File: src/rtl/dag_pkg.sv
package dag_pkg;
  parameter int AW   = 14;
  parameter int NPTR = 4;
  localparam int IDXW = $clog2(NPTR);

  typedef enum logic [1:0] {
    KIND_PTR  = 2'd0,
    KIND_MOD  = 2'd1,
    KIND_LEN  = 2'd2,
    KIND_NONE = 2'd3
  } regKind_e;

  typedef struct packed {
    logic [NPTR-1:0] ptrLoad;
    logic [NPTR-1:0] ptrStep;
    logic [NPTR-1:0] modLoad;
    logic [NPTR-1:0] lenLoad;
    logic [IDXW-1:0] modSel;
  } dagStrobe_t;
endpackage

File: src/rtl/dag_ctrl.sv
module dag_ctrl
  import dag_pkg::*;
(
  input  logic             clk,
  input  logic             rst_n,
  input  logic             wrEn,
  input  logic [1:0]       wrKind,
  input  logic [IDXW-1:0]  wrSel,
  input  logic             accEn,
  input  logic [IDXW-1:0]  accIdx,
  input  logic [IDXW-1:0]  accMod,
  output dagStrobe_t       strobe
);
  logic [NPTR-1:0] wrOneHot;
  logic [NPTR-1:0] accOneHot;
  regKind_e        kind;

  assign kind = regKind_e'(wrKind);

  always_comb begin
    wrOneHot  = '0;
    accOneHot = '0;
    wrOneHot[wrSel]   = wrEn;
    accOneHot[accIdx] = accEn;
  end

  always_comb begin
    strobe.ptrLoad = (kind == KIND_PTR) ? wrOneHot : '0;
    strobe.modLoad = (kind == KIND_MOD) ? wrOneHot : '0;
    strobe.lenLoad = (kind == KIND_LEN) ? wrOneHot : '0;
    // write has priority over post-modify on the same pointer
    strobe.ptrStep = accOneHot & ~strobe.ptrLoad;
    strobe.modSel  = accMod;
  end


  one_step_chk: assert property (@(posedge clk) disable iff (!rst_n)
    $onehot0(strobe.ptrStep));


  none_kind_chk: assert property (@(posedge clk) disable iff (!rst_n)
    (wrKind == 2'd3) |-> ((strobe.ptrLoad | strobe.modLoad | strobe.lenLoad) == '0));
endmodule

File: src/rtl/dag_datapath.sv
module dag_datapath
  import dag_pkg::*;
(
  input  logic            clk,
  input  logic            rst_n,
  input  dagStrobe_t      strobe,
  input  logic [AW-1:0]   wrData,
  input  logic            accEn,
  input  logic [IDXW-1:0] accIdx,
  output logic [AW-1:0]   addrOut,
  output logic            addrValid
);
  localparam int EW = AW + 2;

  logic [AW-1:0] ptrReg  [NPTR];
  logic [AW-1:0] baseReg [NPTR];
  logic [AW-1:0] modReg  [NPTR];
  logic [AW-1:0] lenReg  [NPTR];
  logic [AW-1:0] modVal;

  assign modVal    = modReg[strobe.modSel];
  assign addrOut   = accEn ? ptrReg[accIdx] : '0;
  assign addrValid = accEn;

  for (genvar i = 0; i < NPTR; i++) begin : g_ptr
    logic signed [EW-1:0] sumS;
    logic signed [EW-1:0] lowS;
    logic signed [EW-1:0] highS;
    logic signed [EW-1:0] lenS;
    logic signed [EW-1:0] wrapS;
    logic [AW-1:0]        nextPtr;

    always_comb begin
      sumS  = $signed({2'b00, ptrReg[i]}) + $signed({{2{modVal[AW-1]}}, modVal});
      lowS  = $signed({2'b00, baseReg[i]});
      lenS  = $signed({2'b00, lenReg[i]});
      highS = lowS + lenS;
      wrapS = sumS;
      if (lenReg[i] != '0) begin
        if (sumS >= highS)     wrapS = sumS - lenS;
        else if (sumS < lowS)  wrapS = sumS + lenS;
      end
      nextPtr = wrapS[AW-1:0];
    end

    always_ff @(posedge clk) begin
      if (!rst_n) begin
        ptrReg[i]  <= '0;
        baseReg[i] <= '0;
        modReg[i]  <= '0;
        lenReg[i]  <= '0;
      end else begin
        if (strobe.ptrLoad[i]) begin
          ptrReg[i]  <= wrData;
          baseReg[i] <= wrData;
        end else if (strobe.ptrStep[i]) begin
          ptrReg[i]  <= nextPtr;
        end
        if (strobe.modLoad[i]) modReg[i] <= wrData;
        if (strobe.lenLoad[i]) lenReg[i] <= wrData;
      end
    end


    in_buffer_chk: assert property (@(posedge clk) disable iff (!rst_n)
      (strobe.ptrStep[i] && lenReg[i] != '0 && ptrReg[i] >= baseReg[i]
       && ({2'b00, ptrReg[i]} < {2'b00, baseReg[i]} + {2'b00, lenReg[i]})
       && ({2'b00, baseReg[i]} + {2'b00, lenReg[i]} <= (1 << AW)))
      |=> (ptrReg[i] >= $past(baseReg[i]) &&
           {2'b00, ptrReg[i]} < {2'b00, $past(baseReg[i])} + {2'b00, $past(lenReg[i])}));


    load_wins_chk: assert property (@(posedge clk) disable iff (!rst_n)
      strobe.ptrLoad[i] |=> (ptrReg[i] == $past(wrData) && baseReg[i] == $past(wrData)));


    idle_stable_chk: assert property (@(posedge clk) disable iff (!rst_n)
      (!strobe.ptrLoad[i] && !strobe.ptrStep[i]) |=> $stable(ptrReg[i]));
  end
endmodule

File: src/rtl/dag_circ_addr.sv
module dag_circ_addr
  import dag_pkg::*;
(
  input  logic            clk,
  input  logic            rst_n,
  input  logic            wrEn,
  input  logic [1:0]      wrKind,
  input  logic [IDXW-1:0] wrSel,
  input  logic [AW-1:0]   wrData,
  input  logic            accEn,
  input  logic [IDXW-1:0] accIdx,
  input  logic [IDXW-1:0] accMod,
  output logic [AW-1:0]   addrOut,
  output logic            addrValid
);
  dagStrobe_t strobe;

  dag_ctrl u_ctrl (
    .clk(clk), .rst_n(rst_n), .wrEn(wrEn), .wrKind(wrKind), .wrSel(wrSel),
    .accEn(accEn), .accIdx(accIdx), .accMod(accMod), .strobe(strobe)
  );

  dag_datapath u_dp (
    .clk(clk), .rst_n(rst_n), .strobe(strobe), .wrData(wrData),
    .accEn(accEn), .accIdx(accIdx), .addrOut(addrOut), .addrValid(addrValid)
  );


  valid_follows_chk: assert property (@(posedge clk) disable iff (!rst_n)
    addrValid == accEn);
endmodule

File: config.mk
export PLATFORM = sky130hd
export DESIGN_NAME = dag_circ_addr
export DESIGN_NICKNAME = d
export VERILOG_FILES = /design/src/rtl/dag_pkg.sv /design/src/rtl/dag_ctrl.sv /design/src/rtl/dag_datapath.sv /design/src/rtl/dag_circ_addr.sv
export SDC_FILE = /design/constraint.sdc
export NUM_CORES = 1
export LEC_CHECK = 0
export BUFFER_PORTS_ARGS = -buffer_cell sky130_fd_sc_hd__buf_2
export CORE_ASPECT_RATIO = 1.2
export CORE_MARGIN = 8
export CORE_UTILIZATION = 40
export CTS_BUF_LIST = sky130_fd_sc_hd__clkbuf_16
export DETAILED_ROUTE_END_ITERATION = 16
export PLACE_DENSITY = 0.6
export SETUP_SLACK_MARGIN = 0.5
export SYNTH_ARGS = -nofsm -noshare
export SYNTH_HDL_FRONTEND = slang
export SYNTH_SLANG_ARGS = --single-unit
export TNS_END_PERCENT = 5
File: constraint.sdc
create_clock -name clk -period 12.4 [get_ports clk]
set_input_delay 1.24 -clock clk [delete_from_list [all_inputs] [get_ports clk]]
set_output_delay 1.24 -clock clk [all_outputs]
set_load 0.01 [all_outputs]
# Word-level counts from Yosys, hierarchy flattened
# Memories as Yosys holds them, arrays and structs flattened.
# Cells that the tools add are included.
[word_totals] latch_bits=0 word_cells=158 in_bits=26 reg_bits=0 romBits=0 mem_bits_rw=224 mem_count=4 out_inout_bits=15
[memory_table] name="u_dp.baseReg" words=4 width=14 read_ports=4 rd_clocked_by_memory_dff=0 wr=4 line="dag_datapath.sv:16" text="logic [AW-1:0] baseReg [NPTR];"
[memory_table] name="u_dp.lenReg" words=4 width=14 read_ports=4 rd_clocked_by_memory_dff=0 wr=4 line="dag_datapath.sv:18" text="logic [AW-1:0] lenReg [NPTR];"
[memory_table] name="u_dp.modReg" words=4 width=14 read_ports=1 rd_clocked_by_memory_dff=0 wr=4 line="dag_datapath.sv:17" text="logic [AW-1:0] modReg [NPTR];"
[memory_table] name="u_dp.ptrReg" words=4 width=14 read_ports=5 rd_clocked_by_memory_dff=0 wr=4 line="dag_datapath.sv:15" text="logic [AW-1:0] ptrReg [NPTR];"
[op_classes] div=0 muxes=93 n_eq_ne=2 n_lt_le_gt_ge=12 addsub=16 mul=0 shift=0 n_reduce_logical=7 bitwise=24
[op_table] operator="2-to-1 mux 14 bit" n=33
[op_table] operator="adder 15 x 14 -> 16 bit" n=4
[op_table] operator="greater-or-equal comparator 16 bit" n=4
[op_table] operator="< comparator 16 x 15 -> 1 bit" n=4
[op_table] operator="adder 14 x 14 -> 15 bit" n=4
[op_table] operator="adder 14 bit" n=4
[op_table] operator="nonzero test 14 bit" n=4
[op_table] operator="subtractor 14 bit" n=4
[op_table] operator="2-to-1 mux 1 bit" n=55
[op_table] operator="OR 1 bit" n=20
[op_table] operator="AND 4 bit" n=3
[op_table] operator="2-to-1 mux 4 bit" n=3
[op_table] operator="< comparator 2 x 3 -> 1 bit (second input constant)" n=2
[op_table] operator="demux 1 bit (select 2 bit)" n=2
[op_table] operator="greater-or-equal comparator 2 x 1 -> 1 bit (second input constant)" n=2
[op_table] operator="inverter 4 bit" n=1
[op_table] operator="== test 2 x 1 -> 1 bit (second input constant)" n=1
[op_table] operator="== test 2 bit (second input constant)" n=1
[op_table] operator="logical AND 1 bit" n=2
[op_table] operator="logical NOT 2 bit" n=1

# Longest topological paths before layout
# Gate-level depths: netlist (run 1).
[depth] ltp_word=13 mapped_depth=27 ltp_nobuf=26

# Modules after synthesis
# A second synthesis (run 1) with hierarchy kept.
[unflattened] cells_unflattened=2512 hier_area_um2=23043.4
[modules_own_cells] module="dag_datapath" seq_area_each_um2=6726.5 cells_each=2481 instances=1 area_per_inst_um2=22869.4
[modules_own_cells] module="dag_ctrl" seq_area_each_um2=0.0 cells_each=31 instances=1 area_per_inst_um2=173.9

# Least setup slack after synthesis (run 1)
# No wires, ideal clock.
[synth_timing] path_type="in2reg" startpoint="in accMod[0]" endpoint="mem u_dp.ptrReg[2][8] (data pin)" t_required_ns=12.141 cell_stages=23 arrival_ns=6.594 n_path_buf=3 setup_ns=0.259 setup_slack_ns=5.547 path_cell_list="clkbuf_1 > buf_1 > mux4_2 > ha_1 > a2111oi_0 > o21ai_1 > a211oi_2 > o21bai_1 > xor2_1 > ha_1 > a21oi_1 > o21ai_0 > nor3_1 > o211a_1 > nor3_1 > mux2i_1 > nand4_1 > nand2_1 > buf_2 > a21oi_1 > a2111oi_1 > a211oi_1 > a211o_1"
[synth_rtl] item="from (decl)" line="dag_circ_addr.sv:12" text="input logic [IDXW-1:0] accMod,"
[synth_rtl] item="to (decl)" line="dag_datapath.sv:15"

==> results of run 1 <==
==> power by group through the flow <==
stage / Clock (µW) / Combinational (µW) / Sequential, µW
finish: 841 / 2300 / 954
global route: 875 / 2530 / 956
CTS: 855 / 2270 / 952
detailed placement: 0 / 2250 / 968
global placement: 0 / 2210 / 968
floorplan: 0 / 1720 / 932
==> registers in the layout (all words and copies together), names as in the netlist <==
| register | flops |
|---|---|
| u_dp.ptrReg | 56 |
| u_dp.lenReg | 56 |
| u_dp.modReg | 56 |
| u_dp.baseReg | 56 |
==> kinds of logic after synthesis <==
logic type      Yosys count
simple gates            716
compound gates          685
fa+ha+maj               335
buf+inv                 282
flops                   224
xor+xnor                148
mux                      43
==> layout by cell type (no fill, tap or decap), drive strengths merged, types with 23 or more instances in the layout <==
cell	netlist	layout
clkbuf	60	27
and2	184	184
edfxtp	224	224
ha	316	316
nor3	71	71
xor2	48	48
buf	12	62
inv	210	213
a211oi	23	23
mux4	28	28
xnor2	100	100
nor2b	31	31
o21ai	118	118
nor2	147	147
a21oi	172	172
nand2b	44	44
o21a	34	34
a21o	79	79
o21bai	46	46
nand2	102	102
nand3	36	36
==> routing by layer <==
layer / wire (µm) / global-route usage / up-vias
li1: - / - / 9037
met5: 0 / 0 / -
met3: 4080 / 0.0252 / 151
met4: 3940 / 0.109 / 0
met2: 35400 / 0.380 / 620
met1: 31000 / 0.277 / 9291
==> stage by stage <==
stage                     total power [µW]  instances  instance area, µm²
after floorplan                       2650       2433               22700
after CTS                             4070       3198               24600
after global routing                  4360       3199               24600
final                                 4090       3203               24600
after global placement                3180       3150               23700
after detailed placement              3220       3150               23700
==> final cells by class <==
| class | count | area, µm² |
|---|---|---|
| inverter | 210 | 788 |
| antenna | 5 | 12.5 |
| tap | 727 | 910 |
| timing repair buffer | 62 | 365 |
| fill | 5419 | 31500 |
| sequential | 224 | 6730 |
| clock buffer | 27 | 676 |
| multi-input combinational | 1927 | 14900 |
| clock inverter | 21 | 244 |
==> tightest hold or removal path, delay by kind of cell (launching register included) <==
| family | cells | cell delay (ns) |
|---|---|---|
| DFF | 1 | 0.45 |
| adders and majority gates | 1 | 0.18 |
| AOI/OAI and AO/OA | 1 | 0.16 |
==> worst paths after layout <==
kind | to | slack [ns]
worst max register to register | u_dp.ptrReg[0][0] | 5.87
worst max-delay path | u_dp.ptrReg[0][0] | 5.13
worst min-delay path | u_dp.ptrReg[3][0] | 0.90
worst min register to register | u_dp.ptrReg[3][0] | 0.90
==> results.toml, run 1 <==
[outcome]
status = "complete, no violations"

[logic_synthesis]
synth_top_family_by_area = "compound AO/OA/AOI/OAI gates"
ys_seq_elements = 224
synthDistinctLibCells = 93
async_reset_ff_frac = 0
syn_area_per_cell_um2 = 9.33
synth_top_area_frac = 0.296
yosysSeqAreaShare = 0.296
synthCells = 2433
synth_compound_gate_area_share = 0.208
synth_flop_cell = "edfxtp_1"
synth_area_leader_cell = "edfxtp_1"
synth_common_cells = "ha_1, edfxtp_1, inv_1"
synth_area_leaders = "edfxtp_1, ha_1, and2_1, xnor2_1, a21oi_1"
synth_edf_count = 224
synth_most_common_cell = "ha_1"
synth-simple-area-share = 0.167
synth_xor_area_frac = 0.0571
synthAdderAreaFrac = 0.190
synthMuxAreaShare = 0.0348
synth_fp_nets = 2791
syn_area_um2 = 22700
ys_warn_count = 0

[routing]
dr.pass1.iters = 5
ant_nets = 0
vias = 19100
wl_per_cell_um = 23.2
drt-initial-drc-count = 1464
wirelength_um = 74400
via_per_inst = 5.96
drc_errors = 0

[sta]
rsz0062_at_grt = "false"
period_share = 0.586
tightest_slew_ns = 1.21
setup_viol_count_final = 0
fmax_mhz = 138
period_needed_ns = 7.27
timing.hold.ws_ns = 0.904
slew_viol_final = 0
fin_skew_ns = 0.0153
hold_viol = 0
finalWorstSetupSlack_ns = 5.13
relSlewSlack = 0.191
setup_tns_ns = 0

[finish]
area_delta_synth_final_pct = 8.47
final_nets = 2810
utilization = 0.439
layout-drive-gt1-share = 0.0712

[worst_hold_path]
whs_path_depth = 2
hold_path.startpoint = "u_dp.lenReg[3][0]"
hold_path_class = "flip-flop to flip-flop"

[pwr]
p_int_uw = 2290
p_leak_uw = 0.0106
p_comb_frac = 0.562
ir_drop_uv = 105
power_switching_uw = 1800
swShare = 0.440
p_clk_frac = 0.205
power.density_nw_per_um2 = 166
seqPwrFrac = 0.233

[worst_setup_path]
crit_chain = "buf_2 > mux4_2 > ha_1 > a21o_1 > a21o_1 > a2111oi_4 > o21bai_2 > a221o_1 > xnor2_1 > inv_1 > ha_1 > nand2_1 > nor2_1 > a211oi_1 > o21ai_0 > o21a_1 > o221a_1 > o31ai_2 > nor2_1 > a311o_1"
cp-start-kind = "input port"
cpLargestDelayFamily = "compound AO/OA/AOI/OAI gates"
crit_path_start = "accMod[0]"
cp_slowest_cell = "o31ai_2"
crit_type = "input port to flip-flop"
cp_num_buf_inv = 2
cp_max_fo = 18
r2r-start = "u_dp.modReg[2][1]"
endpoint_kind = "flip-flop"
r2r_cells = 19
cp.depth = 20
cp_data_required_time_ns = 12.74
cp.arrival_ns = 7.61
max_stage_delay_ns = 0.83

[floorplan]
fp.dieH_um = 277
dieArea_um2 = 64700
initial_utilization = 0.405
io_pins = 41
dieWidth_um = 233
core_um2 = 56100
num_rows = 95

[clock_network]
htreeDepth = 1
clk-insertion-delay-late_ns = 0.58
cts_inserted_buffers = 27
cts_sinks = 224
ctsResizeCount = 0
root_buffer = "clkbuf_16"
clockBufferDepth = 3
cts_hold_buf = 0
post-cts-setup-buffers = 0
clkTransAtPathRegs_ns = 0.08
cts_tree = "yes"

[global_routing]
antenna_found_initial = 3
grt_max_degree = 21
grt_overflow = 0
grt_first_pass_wirelength_um = 111000
grt_usage = 0.223
grt_pass1_vias = 18600

[place]
pre_cts_ws_ns = 4.68
dp_hpwl_um = 58300
portBuffers = 40
place_congestion = 0.967

[flow_run]
cap_violations = 0
Note: power is estimated with default switching activity, not from simulation.
==> run 2, diff against run 1 <==
PLACE_DENSITY = 0.62   (was 0.6)
clock period = 6.07 ns   (was 12.4 ns; I/O delays follow)
==> results.toml, run 2 (same netlist as run 1, synthesis figures left out) <==
[place]
portBuffers = 40
place_congestion = 0.974
post-place-cells = 3282
dp_hpwl_um = 60600

[worst_setup_path]
crit_type = "flip-flop to flip-flop"
r2r_setup_slack_ns = 0.56
cp-start-kind = "flip-flop"
endpoint_kind = "flip-flop"
cp_data_required_time_ns = 6.39
rr_endpoint = "u_dp.ptrReg[2][3]"
r2r_cells = 26
r2r-start = "u_dp.modReg[3][0]"
cp-endpoint = "u_dp.ptrReg[2][3]"
cp.arrival_ns = 5.83
crit_path_start = "u_dp.modReg[3][0]"
cp_max_fo = 4

[sta]
fmax_mhz = 182
period_needed_ns = 5.51
tightest_slew_ns = 1.17
period_share = 0.907
hold_viol = 0
setup_tns_ns = 0
setup_viol_count_final = 0
fin_skew_ns = 0.0122
slew_viol_final = 0
relSlewSlack = 0.215
rsz0062_at_grt = "true"

[finish]
fillCellCount = 5288
layout-drive-gt1-share = 0.142
layout_common_cells = "ha_1, edfxtp_1, inv_1, and2_1, a21oi_1"
area_delta_synth_final_pct = 14.4
fin_cells = 3342
final_nets = 2951
final_common_cell = "ha_1"

[floorplan]
num_rows = 95
initial_utilization = 0.405
dieArea_um2 = 64700
fp.dieH_um = 277
dieWidth_um = 233
io_pins = 41
core_um2 = 56100

[pwr]
ir_drop_uv = 271
power.density_nw_per_um2 = 347
p_leak_uw = 0.0114
seqPwrFrac = 0.217
p_int_uw = 5160
p_clk_frac = 0.191
power_switching_uw = 3840
p_comb_frac = 0.592
swShare = 0.427

[clock_network]
cts_tree = "yes"
clockBufferDepth = 3
htreeDepth = 1
clkTransAtPathRegs_ns = 0.06
cts_inserted_buffers = 27
cts_sinks = 224
cts_hold_buf = 0
root_buffer = "clkbuf_16"
clk-insertion-delay-late_ns = 0.57

[global_routing]
antenna_found_initial = 7
grt_max_degree = 21
grt_first_pass_wirelength_um = 117000
grt_overflow = 0
grt_usage = 0.233
grt_pass1_vias = 19800

[outcome]
status = "complete, no violations"

[routing]
via_per_inst = 5.93
drt-initial-drc-count = 1647
drc_errors = 0
dr.pass1.iters = 6
ant_nets = 0
wirelength_um = 76900
vias = 19800
wl_per_cell_um = 23.0

[worst_hold_path]
hold_path_class = "input port to flip-flop"

[flow_run]
cap_violations = 0
==> run 2: changes by cell type in the layout (fill, tap and decap cells not counted), sizes merged <==
cell | before | now
bufinv | 4 | 5
inv | 213 | 220
clkinvlp | 2 | 1
clkinv | 12 | 7
buf | 62 | 203
diode | 5 | 1
==> run 2: layout make-up <==
cell class	instances	area [µm²]	share of cell area
multi-input combinational	1927	15200	0.585
sequential	224	6730	0.259
timing repair buffer	203	1440	0.0553
tap	727	910	0.0350
inverter	210	788	0.0303
clock buffer	27	676	0.0260
clock inverter	23	241	0.00930
antenna	1	2.50	0.0000963
==> run 2: worst max-delay path: stages, from the launching register on <==
cell and delay (ns):
edfxtp_1 0.42, mux4_2 0.61, ha_4 0.22, fa_2 0.33
a21o_1 0.19, a21oi_2 0.14, nor2b_1 0.08, o21a_1 0.20
o21ai_1 0.13, nand2b_1 0.08, a21oi_2 0.13, xor2_1 0.22
inv_1 0.09, ha_2 0.19, a21oi_2 0.13, o21ai_1 0.08
nor3_1 0.20, o211a_1 0.25, nor3_2 0.05, mux2i_1 0.22
nand4_1 0.24, buf_4 0.21, a22o_1 0.18, o21ai_1 0.15
o2111a_1 0.24, a21oi_2 0.04, o221a_2 0.22
==> run 2: power by group through the flow <==
stage               combinational [µW]  clock, µW  sequential, µW
floorplan                         3520          0            1900
global placement                  4960          0            1980
detailed placement                5040          0            1980
CTS                               5100       1740            1950
global route                      5850       1780            1960
finish                            5330       1720            1950
==> run 2: worst min path at each step <==
| stage | depth (start not counted) | endpoint | startpoint |
|---|---|---|---|
| after global placement | 2 | u_dp.ptrReg[3][0] | u_dp.lenReg[3][0] |
| after global routing | 2 | u_dp.modReg[2][2] | wrData[2] |
| after detailed placement | 3 | u_dp.ptrReg[0][13] | u_dp.lenReg[0][13] |
| after CTS | 2 | u_dp.lenReg[1][1] | wrData[1] |
| after floorplan | 2 | u_dp.ptrReg[0][0] | u_dp.ptrReg[0][0] |
| final | 2 | u_dp.lenReg[1][1] | wrData[1] |
==> run 2: what timing repair did <==
item / 4_1_cts / 5_1_grt
gates resized for setup: 6 / 65
buffers inserted: 1 / 8
setup endpoints to repair: 36 / 56
pin swaps: 1 / 28
==> run 2: metal layers <==
layer,vias up,part of all wire,GRT usage
met3,201,0.073,0.0388
met1,9572,0.41,0.292
met5,-,0.00017,0
met2,728,0.47,0.387
met4,2,0.049,0.105
li1,9326,-,-
==> run 2: through the flow <==
| step | setup slack, ns | hold WS, ns | util | power, µW | area [µm²] |
|---|---|---|---|---|---|
| floorplan | 0.499 | 0.742 | - | 5430 | 22800 |
| global placement | 0.0615 | 0.877 | 0.441 | 6940 | 24700 |
| detailed placement | -0.00598 | 0.877 | 0.441 | 7030 | 24700 |
| CTS | 0.431 | 0.614 | 0.457 | 8780 | 25700 |
| global route | 0.357 | 0.643 | 0.463 | 9590 | 26000 |
| finish | 0.562 | 0.639 | 0.463 | 9010 | 26000 |
==> run 3, diff against run 2 <==
CTS_BUF_LIST = sky130_fd_sc_hd__clkbuf_4   (was sky130_fd_sc_hd__clkbuf_16)
==> results.toml, run 3 (same netlist as run 1, synthesis figures left out) <==
[finish]
final_nets = 2995
fin_cells = 3410
area_delta_synth_final_pct = 14.6
final_common_cell = "ha_1"
layout_common_cells = "ha_1, edfxtp_1, inv_1, and2_1, buf_4"
layout-drive-gt1-share = 0.163
fin_area_um2 = 26000

[worst_hold_path]
hold_path_class = "input port to flip-flop"
hold_path.startpoint = "wrData[1]"

[worst_setup_path]
cpLargestDelayFamily = "compound AO/OA/AOI/OAI gates"
max_stage_delay_ns = 0.61
cp.arrival_ns = 6.03
cp_slowest_cell = "mux4_2"
cp-start-kind = "flip-flop"
cp_data_required_time_ns = 6.60
endpoint_kind = "flip-flop"
r2r-start = "u_dp.modReg[3][0]"
cp_num_buf_inv = 2
cp_max_fo = 4
crit_type = "flip-flop to flip-flop"
crit_path_start = "u_dp.modReg[3][0]"
cp_common_cell = "a21oi_2"

[clock_network]
htreeDepth = 3
root_buffer = "clkbuf_4"
clkTransAtPathRegs_ns = 0.06
cts_inserted_buffers = 66
cts_hold_buf = 0
cts_tree = "yes"
clockBufferDepth = 3
clk-insertion-delay-late_ns = 0.80
cts_sinks = 224

[floorplan]
io_pins = 41
core_um2 = 56100
initial_utilization = 0.405
dieWidth_um = 233
fp.dieH_um = 277
dieArea_um2 = 64700
num_rows = 95

[global_routing]
grt_overflow = 0
antenna_found_initial = 7
grt_usage = 0.236
grt_first_pass_wirelength_um = 118000
grt_pass1_vias = 20200
met1_usage = 0.289
grt_max_degree = 21
use_met3 = 0.0455
globalRouteMet2Util = 0.391
top_usage_layer = "met2"

[routing]
via_per_inst = 5.93
ant_nets = 0
wl_per_cell_um = 22.8
drt-initial-drc-count = 1654
drc_errors = 0
dr.pass1.iters = 6
wirelength_um = 77700
vias = 20200

[place]
dp_hpwl_um = 60600
portBuffers = 40
place_congestion = 0.974
placed_cell_area_um2 = 24700
post-place-cells = 3282

[sta]
hold_viol = 0
timing.hold.ws_ns = 0.422
tightest_slew_ns = 1.14
setup_tns_ns = 0
period_needed_ns = 5.50
rsz0062_at_grt = "true"
period_share = 0.906
slew_viol_final = 0
setup_viol_count_final = 0
fmax_mhz = 182
fin_skew_ns = 0.0503
relSlewSlack = 0.236

[pwr]
p_total_uw = 8970
ir_drop_uv = 127
power.density_nw_per_um2 = 345
p_leak_uw = 0.0114

[outcome]
status = "complete, no violations"

[flow_run]
cap_violations = 0
-- run 3: worst register-to-register path: stages (launching register included) --
cell      delay, ns
edfxtp_1       0.42
mux4_2         0.61
ha_4           0.23
fa_2           0.33
a21o_1         0.19
a21oi_2        0.14
nor2b_1        0.08
o21a_1         0.20
o21ai_1        0.13
nand2b_1       0.08
a21oi_2        0.13
xor2_1         0.22
inv_1          0.09
ha_2           0.19
a21oi_2        0.13
o21ai_1        0.09
nor3_1         0.20
o211a_1        0.25
nor3_2         0.05
mux2i_1        0.24
nand4_1        0.24
buf_4          0.21
a22o_1         0.17
o21ai_1        0.14
o2111a_1       0.24
a21oi_2        0.04
o221a_2        0.22
-- run 3: what timing repair did --
item                                    4_1_cts  5_1_grt
buffers inserted                              2       12
resized for setup                             6       68
pin swaps                                     2       30
endpoints found under the setup margin       33       55
-- run 3: metrics by stage --
stage	util	setup slack [ns]
floorplan	-	0.499
global placement	0.441	0.0615
detailed placement	0.441	-0.00598
CTS	0.457	0.455
global route	0.464	0.309
finish	0.464	0.570
-- run 3: report_power, final --
part	switching [µW]	total, µW	internal [µW]	leakage, µW
registers	130	1950	1820	0.00220
logic	3030	5390	2360	0.00872
clock network	733	1620	888	0.000524
total	3890	8970	5070	0.0114
-- run 3: worst paths after layout --
check / end / slack (ns) / depth (start not counted)
worst max register to register: u_dp.ptrReg[2][3] / 0.57 / 26
worst min-delay path: u_dp.lenReg[1][1] / 0.42 / 2
worst max-delay path: u_dp.ptrReg[2][3] / 0.57 / 26
worst min register to register: u_dp.ptrReg[0][13] / 0.87 / 3
-- run 3: per-layer routing --
metal / vias to the layer above / wire (µm)
met3: 203 / 5530
met5: - / 27
met1: 9770 / 31900
li1: 9454 / -
met2: 776 / 36600
met4: 4 / 3720
-- run 3: cell type report --
| class | instances | area [µm²] |
|---|---|---|
| fill | 5334 | 30100 |
| clock inverter | 24 | 230 |
| clock buffer | 88 | 661 |
| sequential | 224 | 6730 |
| tap | 727 | 910 |
| inverter | 210 | 788 |
| timing repair buffer | 208 | 1480 |
| multi-input combinational | 1927 | 15200 |
| antenna | 2 | 5.00 |
